==> src/rtl/syncnt4.sv <==
`timescale 1ns/1ps
module syncnt4 #(
  parameter bit DECADE    = 1'b1,
  parameter bit ASYNC_CLR = 1'b0
) (
  input  logic       clk,
  input  logic       clr_n,
  input  logic       ld_n,
  input  logic       en_p,
  input  logic       en_t,
  input  logic [3:0] din,
  output logic [3:0] q,
  output logic       tc
);
  localparam logic [3:0] TOP = DECADE ? 4'd9 : 4'd15;

  function automatic logic [3:0] succ(input logic [3:0] s);
    if (DECADE && s > 4'd9) begin
      case (s)
        4'd10:   succ = 4'd11;
        4'd11:   succ = 4'd6;
        4'd12:   succ = 4'd13;
        4'd13:   succ = 4'd4;
        4'd14:   succ = 4'd15;
        default: succ = 4'd2;
      endcase
    end else begin
      succ = (s == TOP) ? 4'd0 : s + 4'd1;
    end
  endfunction

  logic       run;
  logic [3:0] d;

  assign run = ld_n & en_p & en_t;
  assign d   = !ld_n ? din : (run ? succ(q) : q);
  assign tc  = en_t && (q == TOP);

  generate
    if (ASYNC_CLR) begin : g_aclr
      always_ff @(posedge clk or negedge clr_n)
        if (!clr_n) q <= 4'd0;
        else        q <= d;

      assert_aclr_R3: assert property (@(posedge clk) !clr_n |-> q == 4'd0);
    end else begin : g_sclr
      always_ff @(posedge clk)
        q <= clr_n ? d : 4'd0;

      assert_sclr_R2: assert property (@(posedge clk) !clr_n |=> q == 4'd0);
    end
  endgenerate

  assert_load_R4: assert property (@(posedge clk) disable iff (!clr_n)
    !ld_n |=> q == $past(din));
  assert_hold_R6: assert property (@(posedge clk) disable iff (!clr_n)
    (ld_n && !(en_p && en_t)) |=> $stable(q));
  assert_inc_R5: assert property (@(posedge clk) disable iff (!clr_n)
    (run && q < TOP) |=> q == $past(q) + 4'd1);
  assert_wrap_R7: assert property (@(posedge clk) disable iff (!clr_n)
    (tc && en_p && ld_n) |=> q == 4'd0);

  generate
    if (DECADE) begin : g_dec_chk
      assert_recover_R9: assert property (@(posedge clk) disable iff (!clr_n)
        ($past(run) && run && $past(q) > 4'd9) |=> q <= 4'd9);
      assert_no_tc_illegal_R9: assert property (@(posedge clk) disable iff (!clr_n)
        (q > 4'd9) |-> !tc);
    end
  endgenerate
endmodule

==> config.mk <==
export PLATFORM = sky130hd
export DESIGN_NAME = syncnt4
export DESIGN_NICKNAME = d
export VERILOG_FILES = /design/src/rtl/syncnt4.sv
export SDC_FILE = /design/constraint.sdc
export NUM_CORES = 1
export LEC_CHECK = 0
export ABC_AREA = 1
export BUFFER_PORTS_ARGS = -buffer_cell sky130_fd_sc_hd__buf_2
export CORE_AREA = 5 5 42 44
export CTS_BUF_LIST = sky130_fd_sc_hd__clkbuf_8
export DETAILED_ROUTE_END_ITERATION = 12
export DIE_AREA = 0 0 47 49
export GPL_TIMING_DRIVEN = 0
export PLACE_DENSITY = 0.44
export SYNTH_ARGS = -nofsm -noshare
export SYNTH_HDL_FRONTEND = slang
export SYNTH_SLANG_ARGS = --single-unit
==> constraint.sdc <==
create_clock -name clk -period 1.1 [get_ports clk]
set_clock_uncertainty 0.05 [all_clocks]
set_input_delay 0.055 -clock clk [delete_from_list [all_inputs] [get_ports clk]]
set_output_delay 0.055 -clock clk [all_outputs]
set_load 0.05 [all_outputs]
==> results of run 1 <==
==> kinds of logic (layout without fill, tap and decap cells) <==
logic type / after synthesis / count (layout) / share of synthesized area, %
compound gates: 7 / 7 / 16.6
simple gates: 23 / 23 / 40.9
flops: 4 / 4 / 33.2
buf+inv: 6 / 27 / 9.33
==> stage by stage <==
| step | hold slack (ps) | TNS [ps] | area [sq um] |
|---|---|---|---|
| 2_1_floorplan | 102 | -144 | 269 |
| 3_5_place_dp | 244 | 0 | 354 |
| 3_3_place_gp | 241 | 0 | 354 |
| 4_1_cts | 18.7 | -32.4 | 440 |
| 5_1_grt | 39.6 | -56.6 | 443 |
| 6_report | 15.3 | -25.9 | 443 |
==> power breakdown <==
part | leakage (nW) | switching, mW | internal, mW | total, mW
Clock | 0.0269 | 0.0753 | 0.238 | 0.313
Combinational | 0.175 | 0.0950 | 0.0516 | 0.147
Sequential | 0.0357 | 0.0109 | 0.156 | 0.167
==> timing repair <==
action	4_1_cts	5_1_grt
setup endpoints to repair	1	2
setup buffers	4	0
cloned	0	0
pin swaps	1	0
resized for setup	5	1
==> cell usage after synthesis <==
cell | number | share of area [%]
a21o_1 | 1 | 3.1
a21oi_1 | 2 | 4.1
dfxtp_1 | 4 | 33
inv_1 | 6 | 9.3
nand2_1 | 10 | 16
nand2_2 | 2 | 5.2
nand3_1 | 3 | 6.2
nor2_1 | 6 | 9.3
nor3_1 | 1 | 2.1
nor4_1 | 1 | 2.6
o21a_1 | 1 | 3.1
o21ai_0 | 3 | 6.2
==> worst register-to-register path, stage by stage, from the launching register on <==
cell and delay, ps:
dfxtp_4 340, buf_4 150, nand2_2 100, nor2_2 40, nand3_1 60, nand3_1 80
nand2_1 60, inv_1 30
==> metal layers <==
metal | vias up | global-route usage (%) | part of all wire, % | wire (um)
met5 | - | 0 | 0 | 0
met4 | 0 | 6.91 | 1.9 | 14
met3 | 2 | 2.95 | 7.7 | 57
met2 | 9 | 10.6 | 45 | 329
met1 | 133 | 9.21 | 45 | 335
li1 | 170 | - | - | -
==> area by class of cell <==
| class | instances | area, sq um |
|---|---|---|
| fillers | 165 | 958 |
| multi-input cells | 30 | 159 |
| repair buffers | 17 | 101 |
| flip-flops and latches | 4 | 95.1 |
| clock buffers | 3 | 41.3 |
| inverters | 6 | 22.5 |
| well taps | 16 | 20.0 |
| clock inverters | 1 | 3.75 |
==> how the worst max path moves through the flow <==
| stage | to | slack (ps) | start | cells past startpoint |
|---|---|---|---|---|
| 2_1_floorplan | tc | -140 | q[0] | 2 |
| 3_3_place_gp | tc | 80 | q[0] | 3 |
| 3_5_place_dp | tc | 80 | q[0] | 3 |
| 4_1_cts | tc | -30 | q[1] | 2 |
| 5_1_grt | tc | -60 | q[1] | 2 |
| 6_report | tc | -30 | q[1] | 2 |
==> qor.csv, run 1 <==
stage;metric;value;unit
die;initial core utilization;17.2;%
worst_hold_path;Worst Hold Depth;3;
placement;pre-CTS setup slack;76.1;ps
worst_setup_path;Critical Path AT;1020;ps
clock_tree;H-tree levels;1;
cells_and_area;share of cells above drive strength 1;49.2;%
die;# IOs;14;
outcome;violated checks;setup timing;
grt;largest net degree at the start of global routing;8;
clock_tree;TritonCTS Buffers;3;
worst_setup_path;max incr delay on CP;340;ps
sta;crit path time final;1130;ps
logic_synthesis;FF+latch count, synth;4;
clock_tree;clock sink count;4;
grt;first-pass GRT wire length;1260;um
grt;global route overflow;0;
sta;Final WS setup;-25.9;ps
pwr;Pwr Density;1420;nW/um^2
worst_setup_path;worst reg2reg path depth;7;
worst_setup_path;critical-path cell list;nor4_4 > buf_6;
worst_hold_path;hold worst-path end;q[3];
worst_setup_path;Crit path max-delay family;flip-flops;
placement;dpl cells;69;
detailed_routing;drt pass-1 iters;4;
worst_hold_path;Hold Crit Class;input pin to register;
detailed_routing;Residual DRC;0;
pwr;Pwr Total;627;uW
cells_and_area;most frequent cells in the layout;12 x buf_2, 9 x nand2_1, 6 x inv_1;
worst_hold_path;worst hold start;clr_n;
sta;Max Fclk;888;MHz
logic_synthesis;Yosys cell types;12;
clock_tree;Worst-path clk slew;30;ps
logic_synthesis;Ys Warns;0;
sta;Slew HR;83.5;%
detailed_routing;DRT antenna net count;0;
sta;Final Cycle Share;102;%
detailed_routing;drt via density;4.08;
logic_synthesis;cell count after synthesis;40;
clock_tree;CTS tree;done;
cells_and_area;final core utilization;31.6;%
clock_tree;Clock Tree Buf Depth;2;
die;die width;47;um
grt;GRT Util Overall;7.88;%
worst_setup_path;CP Buf/Inv Count;1;
logic_synthesis;Syn Nets;49;
logic_synthesis;register area share after synthesis;33.2;%
placement;RePlAce Congestion;0.730;
die;Core Region;1400;sq um
sta;Worst-Margin Slew;249;ps
cells_and_area;largest register by flop count;q;
sta;Slew Limit Fails;0;
cells_and_area;Layout area overhead;83.4;%
detailed_routing;Detailed Route WL;737;um
outcome;status;finished, violations left;
detailed_routing;initial DRC count;2;
worst_setup_path;Reg2Reg Capture Point;q[3];
cells_and_area;final instance count without filler cells;77;
logic_synthesis;Netlist Area Pre-Place;241;sq um
worst_setup_path;start of the worst register-to-register path;q[0];
worst_setup_path;Slowest-stage cell, CP;dfxtp_4;
clock_tree;Root Buffer;clkbuf_8;
grt;vias in the first global route;318;
cells_and_area;most common cell after layout, fill and taps aside;buf_2;
sta;RSZ-0062 raised after global routing;yes;
cells_and_area;Largest register FFs;4;
die;Chip Height;49;um
cells_and_area;Layout Nets;71;
worst_setup_path;Reg2Reg Setup Slack;90;ps
worst_setup_path;crit start category;register;
worst_setup_path;crit path kind;register to output pin;
clock_tree;CTS Hold Buffers Added;0;
die;Die ar.;2300;sq um
worst_setup_path;Critical Path RT;1000;ps
pwr;static leakage;0.238;nW
placement;DPL Wire Length;564;um
cells_and_area;# diodes;0;
placement;number of buffers added on ports;13;
worst_setup_path;peak fanout along the critical path;2;
die;row cnt;14;
clock_tree;worst skew pair latency;220;ps
detailed_routing;via count;314;
sta;Final Hold Violating Endpoints;0;
logic_synthesis;Avg Inst Size Synth;6.04;sq um
pwr;maximum VDD drop;0.000647;V
detailed_routing;routed len/inst;9.57;um
cells_and_area;biggest regs;q (4);
grt;number of antenna violations at the first check in global routing;0;
run;Max Cap Viol;0;
sta;final setup fails;1;
worst_setup_path;crit path capture type;output pin;
No activity file was read; power rests on OpenSTA's default activity.
==> inputs of run 2 (changes only) <==
Settings changed: REMOVE_ABC_BUFFERS set to 1.
==> qor.csv, run 2 (synthesis gave the netlist of run 1 again) <==
stage;metric;value;unit;change
cells_and_area;biggest regs;q (4);;
worst_hold_path;Hold Crit Class;input pin to register;;
grt;largest net degree at the start of global routing;8;;unchanged
worst_setup_path;Critical Path RT;1000;ps;about the same
cells_and_area;Layout Nets;69;;-2.8%
clock_tree;Clock Tree Buf Depth;2;;unchanged
sta;Final Hold Violating Endpoints;0;;unchanged
cells_and_area;share of cells above drive strength 1;44.8;%;-4.4 points
worst_setup_path;Critical Path AT;1020;ps;about the same
detailed_routing;via count;314;;unchanged
clock_tree;Root Buffer;clkbuf_8;;
detailed_routing;routed len/inst;10.1;um;+6.0%
clock_tree;worst skew pair latency;210;ps;about the same
pwr;maximum VDD drop;0.00103;V;+60%
die;# IOs;14;;unchanged
die;initial core utilization;17.2;%;unchanged
die;Die ar.;2300;sq um;unchanged
grt;vias in the first global route;280;;-12%
cells_and_area;Layout area overhead;67.4;%;
cells_and_area;largest register by flop count;q;;
die;die width;47;um;unchanged
sta;RSZ-0062 raised after global routing;yes;;
detailed_routing;DRT antenna net count;0;;unchanged
worst_setup_path;peak fanout along the critical path;6;;+4
clock_tree;CTS tree;done;;
detailed_routing;Residual DRC;0;;unchanged
sta;Setup TNS;-22.9;ps;+3.03 ps
detailed_routing;Detailed Route WL;751;um;+1.9%
pwr;static leakage;0.220;nW;-7.3%
clock_tree;Worst-path clk slew;30;ps;about the same
cells_and_area;most common cell after layout, fill and taps aside;buf_2;;
placement;number of buffers added on ports;13;;unchanged
clock_tree;TritonCTS Buffers;3;;unchanged
run;Max Cap Viol;0;;unchanged
sta;Worst-Margin Slew;256;ps;+6.91 ps
placement;RePlAce Congestion;0.677;;-7.2%
clock_tree;clock sink count;4;;unchanged
detailed_routing;drt via density;4.24;;+4.1%
sta;Max Fclk;891;MHz;+0.27%
worst_setup_path;crit path capture type;output pin;;
sta;Final Cycle Share;102;%;-0.28 points
detailed_routing;initial DRC count;4;;+2
sta;Slew Limit Fails;0;;unchanged
sta;Final WS setup;-22.9;ps;+3.03 ps
clock_tree;H-tree levels;1;;unchanged
worst_setup_path;crit path kind;register to output pin;;
die;row cnt;14;;unchanged
cells_and_area;# diodes;0;;unchanged
grt;global route overflow;0;;unchanged
sta;crit path time final;1120;ps;-3.03 ps
cells_and_area;final core utilization;28.8;%;-2.8 points
sta;Slew HR;83.0;%;-0.46 points
cells_and_area;Largest register FFs;4;;unchanged
grt;number of antenna violations at the first check in global routing;0;;unchanged
outcome;violated checks;setup timing;;
sta;final setup fails;1;;unchanged
placement;pre-CTS setup slack;7.37;ps;-68.7 ps
worst_setup_path;crit start category;register;;
die;Chip Height;49;um;unchanged
pwr;Pwr Density;1500;nW/um^2;+5.7%
detailed_routing;drt pass-1 iters;4;;unchanged
cells_and_area;most frequent cells in the layout;12 x buf_2, 9 x nand2_1, 6 x inv_1, 6 x nor2_1;;
grt;first-pass GRT wire length;1150;um;-8.7%
placement;DPL Wire Length;548;um;-2.9%
grt;GRT Util Overall;6.96;%;-0.92 points
cells_and_area;Fill cells;172;;+4.2%
outcome;status;finished, violations left;;
die;Core Region;1400;sq um;unchanged
## run 2: changes by cell type in the layout (fill, tap and decap cells not counted), sizes merged
cell | previous run | this run
buf | 17 | 15
inv | 7 | 6
## run 2: per-layer routing
layer / up-vias / routed length (um) / track usage, %
li1: 163 / - / -
met1: 135 / 329 / 8.75
met2: 16 / 329 / 9.73
met3: 0 / 92 / 4.80
met4: 0 / 0 / 1.38
met5: - / 0 / 0
## run 2: per-stage QoR
stage                     cell area, sq um  power [mW]  std cells  hold slack [ps]
after detailed placement               327       0.292         69              243
after global routing                   404       0.640         74             33.8
after global placement                 327       0.294         69              237
after floorplan                        241       0.251         40              103
final                                  404       0.605         74             23.4
after CTS                              402       0.616         74             25.9
## run 2: worst paths after layout
check        cells past startpoint  slack, ps   from  endpoint
max reg2reg                      7         90   q[0]      q[3]
min                              3         20  clr_n      q[3]
max                              2        -20   q[2]        tc
min reg2reg                      2        450   q[2]      q[2]
## run 2: area by class of cell
class / count / area (sq um) / share of cell area (%)
flip-flops and latches: 4 / 90.1 / 22.3
well taps: 16 / 20.0 / 4.95
inverters: 6 / 22.5 / 5.57
repair buffers: 15 / 82.6 / 20.4
clock buffers: 3 / 41.3 / 10.2
multi-input cells: 30 / 148 / 36.5
## run 2: repair_timing
action	4_1_cts	5_1_grt
pin swaps	1	0
hold buffers	0	0
endpoints found under the setup margin	1	1
endpoints found under the hold margin	0	0
cloned	0	0
resized for setup	8	1
setup buffers	2	0
## run 2: worst max-delay path, stage by stage, from the launching register on
cell     delay (ps)
dfxtp_2         340
nor4_2          230
buf_4           230
## run 2: power breakdown
group | switching (mW) | internal (mW) | total [mW]
Clock | 0.0679 | 0.233 | 0.300
Combinational | 0.0885 | 0.0441 | 0.133
Sequential | 0.0133 | 0.158 | 0.172
Total | 0.170 | 0.435 | 0.605
